## src/rtl/cvsd_pkg.sv

```systemverilog
package cvsd_pkg;

  // run-length selection carried on the algo3 pin
  typedef enum logic {
    MODE_LONG  = 1'b0,
    MODE_SHORT = 1'b1
  } run_mode_e;

endpackage

```

## src/rtl/cvsd_bit_select.sv

```systemverilog
module cvsd_bit_select
  import cvsd_pkg::*;
#(
  parameter int RUN_SHORT = 3,
  parameter int RUN_LONG  = 4
) (
  input  logic clk,
  input  logic rst_n,
  input  logic clr,
  input  logic accept,
  input  logic in_bit,
  input  logic idle_n,
  input  logic algo3,
  output logic eff_bit,
  output logic run
);

  logic [RUN_LONG-1:0] hist_q, hist_d;
  logic                phase_q;
  run_mode_e           mode;

  assign mode = run_mode_e'(algo3);

  always_comb begin
    eff_bit = idle_n ? in_bit : phase_q;
    hist_d  = {hist_q[RUN_LONG-2:0], eff_bit};
    run     = 1'b1;
    for (int i = 1; i < RUN_LONG; i++) begin
      if (((mode == MODE_SHORT) ? (i < RUN_SHORT) : 1'b1) && (hist_d[i] != hist_d[0]))
        run = 1'b0;
    end
  end

  always_ff @(posedge clk or negedge rst_n) begin
    if (!rst_n) begin
      hist_q  <= '0;
      phase_q <= 1'b1;
    end else if (clr) begin
      hist_q  <= '0;
      phase_q <= 1'b1;
    end else if (accept) begin
      hist_q <= hist_d;
      if (!idle_n) phase_q <= ~phase_q;
    end
  end

endmodule

```

## src/rtl/cvsd_step_adapt.sv

```systemverilog
module cvsd_step_adapt #(
  parameter int SW       = 13,
  parameter int STEP_MIN = 16,
  parameter int STEP_MAX = 4096,
  parameter int STEP_INC = 256,
  parameter int DECAY_SH = 5
) (
  input  logic          clk,
  input  logic          rst_n,
  input  logic          clr,
  input  logic          accept,
  input  logic          run,
  output logic [SW-1:0] step_q,
  output logic [SW-1:0] step_d
);

  logic [SW:0]   grow;
  logic [SW-1:0] shrink;

  always_comb begin
    grow   = {1'b0, step_q} + (SW+1)'(STEP_INC);
    shrink = step_q - (step_q >> DECAY_SH);
    if (run) begin
      step_d = (grow > (SW+1)'(STEP_MAX)) ? SW'(STEP_MAX) : grow[SW-1:0];
    end else begin
      step_d = (shrink < SW'(STEP_MIN)) ? SW'(STEP_MIN) : shrink;
    end
  end

  always_ff @(posedge clk or negedge rst_n) begin
    if (!rst_n)      step_q <= SW'(STEP_MIN);
    else if (clr)    step_q <= SW'(STEP_MIN);
    else if (accept) step_q <= step_d;
  end

endmodule

```

## src/rtl/cvsd_leaky_integ.sv

```systemverilog
module cvsd_leaky_integ #(
  parameter int W       = 16,
  parameter int SW      = 13,
  parameter int LEAK_SH = 6
) (
  input  logic                clk,
  input  logic                rst_n,
  input  logic                clr,
  input  logic                accept,
  input  logic                bit_in,
  input  logic [SW-1:0]       step,
  output logic signed [W-1:0] integ_q
);

  localparam int AW = W + 2;
  localparam logic signed [AW-1:0] POS_LIM = {3'b000, {(W-1){1'b1}}};
  localparam logic signed [AW-1:0] NEG_LIM = {3'b111, {(W-1){1'b0}}};

  logic signed [AW-1:0] ext, leak, delta, sum;
  logic signed [W-1:0]  integ_d;

  always_comb begin
    ext   = {{2{integ_q[W-1]}}, integ_q};
    leak  = ext >>> LEAK_SH;
    delta = signed'({{(AW-SW){1'b0}}, step});
    if (!bit_in) delta = -delta;
    sum = ext - leak + delta;
    if (sum > POS_LIM)      integ_d = POS_LIM[W-1:0];
    else if (sum < NEG_LIM) integ_d = NEG_LIM[W-1:0];
    else                    integ_d = sum[W-1:0];
  end

  always_ff @(posedge clk or negedge rst_n) begin
    if (!rst_n)      integ_q <= '0;
    else if (clr)    integ_q <= '0;
    else if (accept) integ_q <= integ_d;
  end

endmodule

```

## src/rtl/cvsd_decoder.sv

```systemverilog
module cvsd_decoder #(
  parameter int W         = 16,
  parameter int STEP_MIN  = 16,
  parameter int STEP_MAX  = 4096,
  parameter int STEP_INC  = 256,
  parameter int DECAY_SH  = 5,
  parameter int LEAK_SH   = 6,
  parameter int RUN_SHORT = 3,
  parameter int RUN_LONG  = 4
) (
  input  logic                clk,
  input  logic                rst_n,
  input  logic                pwr_n,
  input  logic                idle_n,
  input  logic                algo3,
  input  logic                in_valid,
  output logic                in_ready,
  input  logic                in_bit,
  output logic                out_valid,
  output logic signed [W-1:0] out_sample
);

  localparam int SW = $clog2(STEP_MAX + 1);

  logic          accept, clr, eff_bit, run;
  logic [SW-1:0] step_q, step_d;

  assign in_ready = pwr_n;
  assign accept   = in_valid & pwr_n;
  assign clr      = ~pwr_n;

  cvsd_bit_select #(
    .RUN_SHORT(RUN_SHORT), .RUN_LONG(RUN_LONG)
  ) u_sel (
    .clk(clk), .rst_n(rst_n), .clr(clr), .accept(accept), .in_bit(in_bit),
    .idle_n(idle_n), .algo3(algo3), .eff_bit(eff_bit), .run(run)
  );

  cvsd_step_adapt #(
    .SW(SW), .STEP_MIN(STEP_MIN), .STEP_MAX(STEP_MAX),
    .STEP_INC(STEP_INC), .DECAY_SH(DECAY_SH)
  ) u_step (
    .clk(clk), .rst_n(rst_n), .clr(clr), .accept(accept), .run(run),
    .step_q(step_q), .step_d(step_d)
  );

  cvsd_leaky_integ #(
    .W(W), .SW(SW), .LEAK_SH(LEAK_SH)
  ) u_integ (
    .clk(clk), .rst_n(rst_n), .clr(clr), .accept(accept), .bit_in(eff_bit),
    .step(step_d), .integ_q(out_sample)
  );

  always_ff @(posedge clk or negedge rst_n) begin
    if (!rst_n) out_valid <= 1'b0;
    else        out_valid <= accept;
  end

endmodule

```

## config.mk

```make
export PLATFORM = sky130hd
export DESIGN_NAME = cvsd_decoder
export DESIGN_NICKNAME = d
export VERILOG_FILES = /design/src/rtl/cvsd_pkg.sv /design/src/rtl/cvsd_bit_select.sv /design/src/rtl/cvsd_step_adapt.sv /design/src/rtl/cvsd_leaky_integ.sv /design/src/rtl/cvsd_decoder.sv
export SDC_FILE = /design/constraint.sdc
export NUM_CORES = 1
export LEC_CHECK = 0
export BUFFER_PORTS_ARGS = -buffer_cell sky130_fd_sc_hd__buf_4
export CAP_MARGIN = 20
export CORE_ASPECT_RATIO = 1.4
export CORE_MARGIN = 8
export CORE_UTILIZATION = 55
export DETAILED_ROUTE_END_ITERATION = 7
export GPL_ROUTABILITY_DRIVEN = 0
export PLACE_DENSITY = 0.79
export SETUP_SLACK_MARGIN = 0.5
export SKIP_LAST_GASP = 1
export SYNTH_ARGS = -nofsm -noshare
export SYNTH_HDL_FRONTEND = slang
export SYNTH_SLANG_ARGS = --single-unit
```

## constraint.sdc

```tcl
create_clock -name clk -period 11.7 [get_ports clk]
set_input_delay 2.34 -clock clk [delete_from_list [all_inputs] [get_ports clk]]
set_output_delay 2.34 -clock clk [all_outputs]
set_load 0.005 [all_outputs]
```

Word level (Yosys, flattened, before mapping)
Cells that the tools add are included.
{ "classes": {"bitwise": 2, "magnitude_cmp": 4, "addsub": 5, "muxes": 20, "eq_ne": 5, "n_reduce_logical": 2} }
{ "ops": {"columns": ["operator", "count"], "rows": [
  ["$mux 13", 5],
  ["$mux 16", 4],
  ["$add 18x18->18", 1],
  ["$gt 18x16->1 const B", 1],
  ["$lt 18x16->1 const B", 1],
  ["$mux 18", 1],
  ["$neg 13->18", 1],
  ["$sub 16x10->17", 1],
  ["$add 13x9->14 const B", 1],
  ["$gt 14x13->1 const B", 1],
  ["$lt 13x5->1 const B", 1],
  ["$sub 13x8->13", 1],
  ["$mux 1", 8],
  ["$mux 3", 2],
  ["$ne 1x1->1", 3],
  ["$ne 2x1->1 const B", 1],
  ["$ne 2x2->1 const B", 1],
  ["$reduce_and 2->1", 1],
  ["$and 1x1->1", 1],
  ["$logic_and 1x1->1", 1],
  ["$not 1->1", 1]
]} }
{ "word_totals": {"ff_bits": 34, "word_cells": 43} }

Depth between registers and ports, before layout
{ "logic_depth": {"word_depth": 14, "depth_mapped": 28, "ltp_nobuf": 27} }

Modules after synthesis
From an unflattened synthesis, not the netlist that was laid out.
{ "hier_totals": {"hier_cells": 480, "area_unflattened_um2": 4001.3} }
{ "modules_own_cells": {"columns": ["module", "instances", "cells_per_inst", "area_each_um2"], "rows": [
  ["cvsd_leaky_integ", 1, 276, 2274.7],
  ["cvsd_step_adapt", 1, 183, 1471.4],
  ["cvsd_bit_select", 1, 17, 212.7],
  ["cvsd_decoder", 1, 4, 42.5]
]} }

Worst setup path after synthesis
OpenSTA, ideal clock, no wires.
{ "synth_timing": {"path_kind": "input to register", "start": "input idle_n", "end": "register u_integ.integ_q[10]", "path_slack_ns": 4.847, "t_required_ns": 11.574, "path_stages": 21, "arrival_ns": 6.727, "cell_sequence": "mux2_4 > or4_4 > and2_4 > clkbuf_1 > o21ai_0 > a2bb2oi_1 > ha_1 > o211a_1 > a31oi_1 > xor2_1 > ha_1 > o21a_1 > o2111ai_1 > o2111ai_1 > o211ai_1 > o21ai_0 > xor2_1 > a21o_1 > a31oi_4 > buf_6 > a221o_1"} }
{ "synth_via": {"elab_chain_len": 14, "word_cells_on_any_way": 18, "classes_between": "add/sub: 2; order compare: 2; eq/ne: 3; mux: 10; reduce/logical: 1"} }
{ "synth_lines": {"columns": ["element", "line_no", "text"], "rows": [
  ["from (decl)", "cvsd_decoder.sv:14", "input logic idle_n,"],
  ["$mux 1 (*)", "cvsd_bit_select.sv:25", "eff_bit = idle_n ? in_bit : phase_q;"],
  ["$ne 1x1->1", "cvsd_bit_select.sv:29", "if (((mode == MODE_SHORT) ? (i < RUN_SHORT) : 1'b1) && (hist_d[i] != hist_d[0]))"],
  ["$mux 1 (3 in a row)", "cvsd_bit_select.sv:29", null],
  ["$mux 13", "cvsd_step_adapt.sv:23", "if (run) begin"],
  ["$neg 13->18", "cvsd_leaky_integ.sv:26", "if (!bit_in) delta = -delta;"],
  ["$mux 18 (*)", "cvsd_leaky_integ.sv:26", null],
  ["$add 18x18->18 (*)", "cvsd_leaky_integ.sv:27", "sum = ext - leak + delta;"],
  ["$lt 18x16->1", "cvsd_leaky_integ.sv:29", "else if (sum < NEG_LIM) integ_d = NEG_LIM[W-1:0];"],
  ["$mux 16", "cvsd_leaky_integ.sv:29", null],
  ["$mux 16 (*)", "cvsd_leaky_integ.sv:28", "if (sum > POS_LIM) integ_d = POS_LIM[W-1:0];"],
  ["$mux 16 (*)", "cvsd_leaky_integ.sv:36", "else if (accept) integ_q <= integ_d;"],
  ["$mux 16 (*)", "cvsd_leaky_integ.sv:35", "else if (clr) integ_q <= '0;"],
  ["to (signal assigned)", "cvsd_leaky_integ.sv:36", null],
  ["to (decl)", "cvsd_leaky_integ.sv:12", "output logic signed [W-1:0] integ_q"]
]} }
Every way passes the cells marked *; elsewhere a longest branch is shown, timed or not. The select of a mux whose other input is x is not followed.
A chain may end at the register's enable or synchronous reset.

Final worst setup path
{ "layout_timing": {"start": "input idle_n", "end": "register u_integ.integ_q[12]"} }
Same word-level chain as after synthesis.

==> impl_summary.log <==
[metrics] status: completed
[metrics] class of the worst hold path: register to register
[metrics] total standard cell area after synthesis: 4080 um^2
[metrics] Largest stage delay, worst path: approximately 660 ps
[metrics] most common library cell in the layout ignoring fill and taps: sky130_fd_sc_hd__nor2_1
[metrics] Buffers & Inverters on Critical Path: 1
[metrics] depth of the most critical reg-to-reg path: 25
[metrics] setup slack of the critical path after layout: around 4200 ps
[metrics] Max transition margin: 0.457
[metrics] H-tree level count: 2
[metrics] met1 wire length: 4490 um
[metrics] element type at the critical path end: register
[metrics] synth warn: 0
[metrics] post-CTS clock slew at the launch and capture registers of the worst setup and hold paths: 80 ps
[metrics] min Tclk post-route: 7480 ps
[metrics] TritonCTS clock tree: built
[metrics] proportion of layout cells with a drive suffix above 1: 0.0988
[metrics] Top Layer Used: met4
[metrics] fillers: 697
[metrics] crit share post-route: 0.639
[metrics] arrival time reported for the critical path endpoint: roughly 7700 ps
[metrics] Final Skew: 7.91 ps
[metrics] # Post-CTS Setup Buffers: 0
[metrics] worst reg2reg setup slack: approximately 4800 ps
[metrics] HPWL after DPL: ~8600 um
[metrics] die height: 118 um
[metrics] I/O Pins: 25
[metrics] number of iterations in the first detailed-routing pass: 5
[metrics] area of the die: 10500 um^2
[metrics] data required time at the worst endpoint: around 12000 ps
[metrics] core outline area: 7270 um^2
[metrics] capture point of the worst reg-to-reg path: u_integ.integ_q[12]
[metrics] Mean Syn Cell Area: 8.20 um^2
[metrics] Seq/Total Area, Yosys: 0.209
[metrics] achievable clock frequency: 134 MHz
[metrics] cells taking the most area after synthesis: sky130_fd_sc_hd__dfrtp_1, sky130_fd_sc_hd__ha_1, sky130_fd_sc_hd__xnor2_1
[metrics] worst slew pin tran: just under 800 ps
[metrics] number of global-route vias before repair: 3927
[metrics] top flip-flop cell by instance count after synthesis: sky130_fd_sc_hd__dfrtp_1
[metrics] pre-CTS WS: 4000 ps
[metrics] Critical Path Sink: u_integ.integ_q[12]
[metrics] accumulated negative setup slack: 0 ps
[metrics] total of hold buffers inserted after clock tree synthesis: 0
[metrics] maximum number of pins on one net before global-route repair: 35
[metrics] post-cts resize count: 0
[metrics] Top delay family on crit path: compound AO/OA/AOI/OAI gates
[metrics] detailed route wirelength on metal2: 5670 um
[metrics] worst setup path category: input pin to register
[metrics] clock root cell: sky130_fd_sc_hd__clkbuf_8
[metrics] fraction of synthesis flops using an asynchronous set or reset pin: 1.00
[metrics] origin of the critical flop-to-flop path: u_step.step_q[10]
[metrics] nature of the critical path startpoint: input pin
[metrics] average wire length per cell after detail routing: 17.8 um
[metrics] Inserted Clock Buffers: 5
[metrics] Critical Path Fanout Max: 15
[metrics] initial DRC count: 246
[metrics] post-synth top area share: 0.196
[metrics] area of the multi-input gates: between 3000 and 4000 um^2
[metrics] synthesis-to-layout area growth: 8.06%
[metrics] wire length of the first global-routing pass: about 19000 um
[metrics] Clock Latency Late Sink: 290 ps
[metrics] total gr overflow: 0
[metrics] Clock Sink Count: 34
[metrics] Final Net Count: roughly 570
[metrics] number of rows in the core area: 37
[metrics] CP Cell Sequence: buf_4, mux2_4, or4_4, and2_4, and2_1, o31ai_1, and4bb_2, nand2b_1, nor2_1, a31oi_1, xor2_1, ha_1, a211o_1, nor2_1, o2111ai_1, o211ai_1, o21ai_0, xor2_1, nand3_1, a21oi_2, a221o_1
[metrics] Total Wirelength: approximately 11000 um
[metrics] most area-hungry cell type in the Yosys netlist: sky130_fd_sc_hd__dfrtp_1
[metrics] cell with the largest stage delay on the worst path: sky130_fd_sc_hd__a21oi_2
[metrics] Remaining DRCs: 0
[metrics] Stages on worst setup path: 21
[metrics] Initial Utilization: 0.562
[metrics] flip-flop and latch count after synthesis: 34
[metrics] final setup fails: 0
[metrics] final hold violation count: 0
[metrics] ratio of routed vias to standard cells: approximately 6.4
[metrics] diode insertion count for antenna repair: 0
[metrics] buffer levels on the longest clock path: 2
[metrics] launch point of the worst path: idle_n
[metrics] overall die width: about 90 um
[metrics] antenna-violating nets left: 0
[metrics] FF+latch area: 853 um^2
[metrics] setup repair after global routing missed its margin: no
[metrics] number of instances in the synthesized netlist: 498
[metrics] count of flip-flops with a built-in enable after synthesis: 0
[metrics] Net Count, Synth: 551
[metrics] length of routed met3 wiring: ~410 um
[metrics] number of maximum-capacitance violations: 0
[metrics] detailed-route via count: 3900
[metrics] number of antenna violations at the first check in global routing: 0
[metrics] Final Slew Violations: 0
[metrics] global-route usage over all layers: 0.217
[metrics] Buffers on Ports: 24
[metrics] commonest cells after routing, fill and taps aside: sky130_fd_sc_hd__nor2_1, sky130_fd_sc_hd__ha_1, sky130_fd_sc_hd__inv_1
[metrics] count of unique library cells instantiated by Yosys: 66
[cells by family (layout without fill, tap and decap cells)]
group                      count (synthesis)  count (layout)  synth area share
and+or+nand+nor                          146             146             0.177
DFF                                       34              34             0.209
adders and majority gates                 46              46             0.147
xor gates and xnor gates                  40              40            0.0858
buffers and inverters                     53              71            0.0527
AOI/OAI and AO/OA                        169             169             0.303
muxes                                     10              10            0.0261
[registers in the layout, indices dropped and copies added (netlist names)]
name and flops:
u_sel.hist_q 3, u_integ.integ_q 16, u_step.step_q 13, u_sel.phase_q 1, out_valid 1
[Yosys cell counts, drive strengths merged (5+ instances only)]
cell / instances
nor2: 54
ha: 43
inv: 37
dfrtp: 32
xnor2: 32
o21ai: 31
nand2: 27
a21oi: 24
a221o: 17
o21a: 15
a31oi: 12
clkbuf: 12
a21o: 9
mux2i: 8
nand2b: 8
or4: 8
xor2: 8
a211oi: 7
and3: 7
nand3: 7
nor2b: 7
o31ai: 7
a22o: 6
nor3: 6
and2: 5
nor4: 5
or3: 5
[area by class of cell]
cell class | count | share of cell area
Timing Repair Buffer | 26 | 0.0437
Clock buffer | 7 | 0.0196
Multi-Input combinational cell | 411 | 0.683
Tap cell | 97 | 0.0275
Clock inverter | 1 | 0.00113
Sequential cell | 34 | 0.193
Inverter | 37 | 0.0315
[metrics by stage]
| step | hold WS [ps] | utilization | instances | instance area, um^2 |
|---|---|---|---|---|
| after floorplan | 493 | - | 498 | 4080 |
| after global placement | 520 | 0.594 | 604 | 4310 |
| after detailed placement | 540 | 0.594 | 604 | 4310 |
| after CTS | 561 | 0.606 | 612 | 4410 |
| after global routing | 584 | 0.607 | 613 | 4410 |
| final | 559 | 0.607 | 613 | 4410 |
[metal layers]
| metal | track usage | vias up |
|---|---|---|
| li1 | - | 1893 |
| met1 | 0.257 | 1859 |
| met2 | 0.383 | 118 |
| met3 | 0.0238 | 30 |
| met4 | 0.0744 | 0 |
| met5 | 0 | - |
[how the worst min path moves through the flow]
| stage | start | to | slack, ps | cells past startpoint |
|---|---|---|---|---|
| 6_report | u_integ.integ_q[0] | u_integ.integ_q[0] | 560 | 1 |
| 5_1_grt | u_integ.integ_q[0] | u_integ.integ_q[0] | 580 | 1 |
| 4_1_cts | u_sel.hist_q[0] | u_sel.hist_q[0] | 560 | 2 |
| 3_5_place_dp | u_integ.integ_q[0] | u_integ.integ_q[0] | 540 | 1 |
| 3_3_place_gp | u_sel.hist_q[2] | u_sel.hist_q[2] | 520 | 2 |
| 2_1_floorplan | u_sel.hist_q[0] | u_sel.hist_q[0] | 490 | 2 |
Power is not shown: default switching activity piles up to over one toggle a cycle in this logic, so the estimate is an artifact.
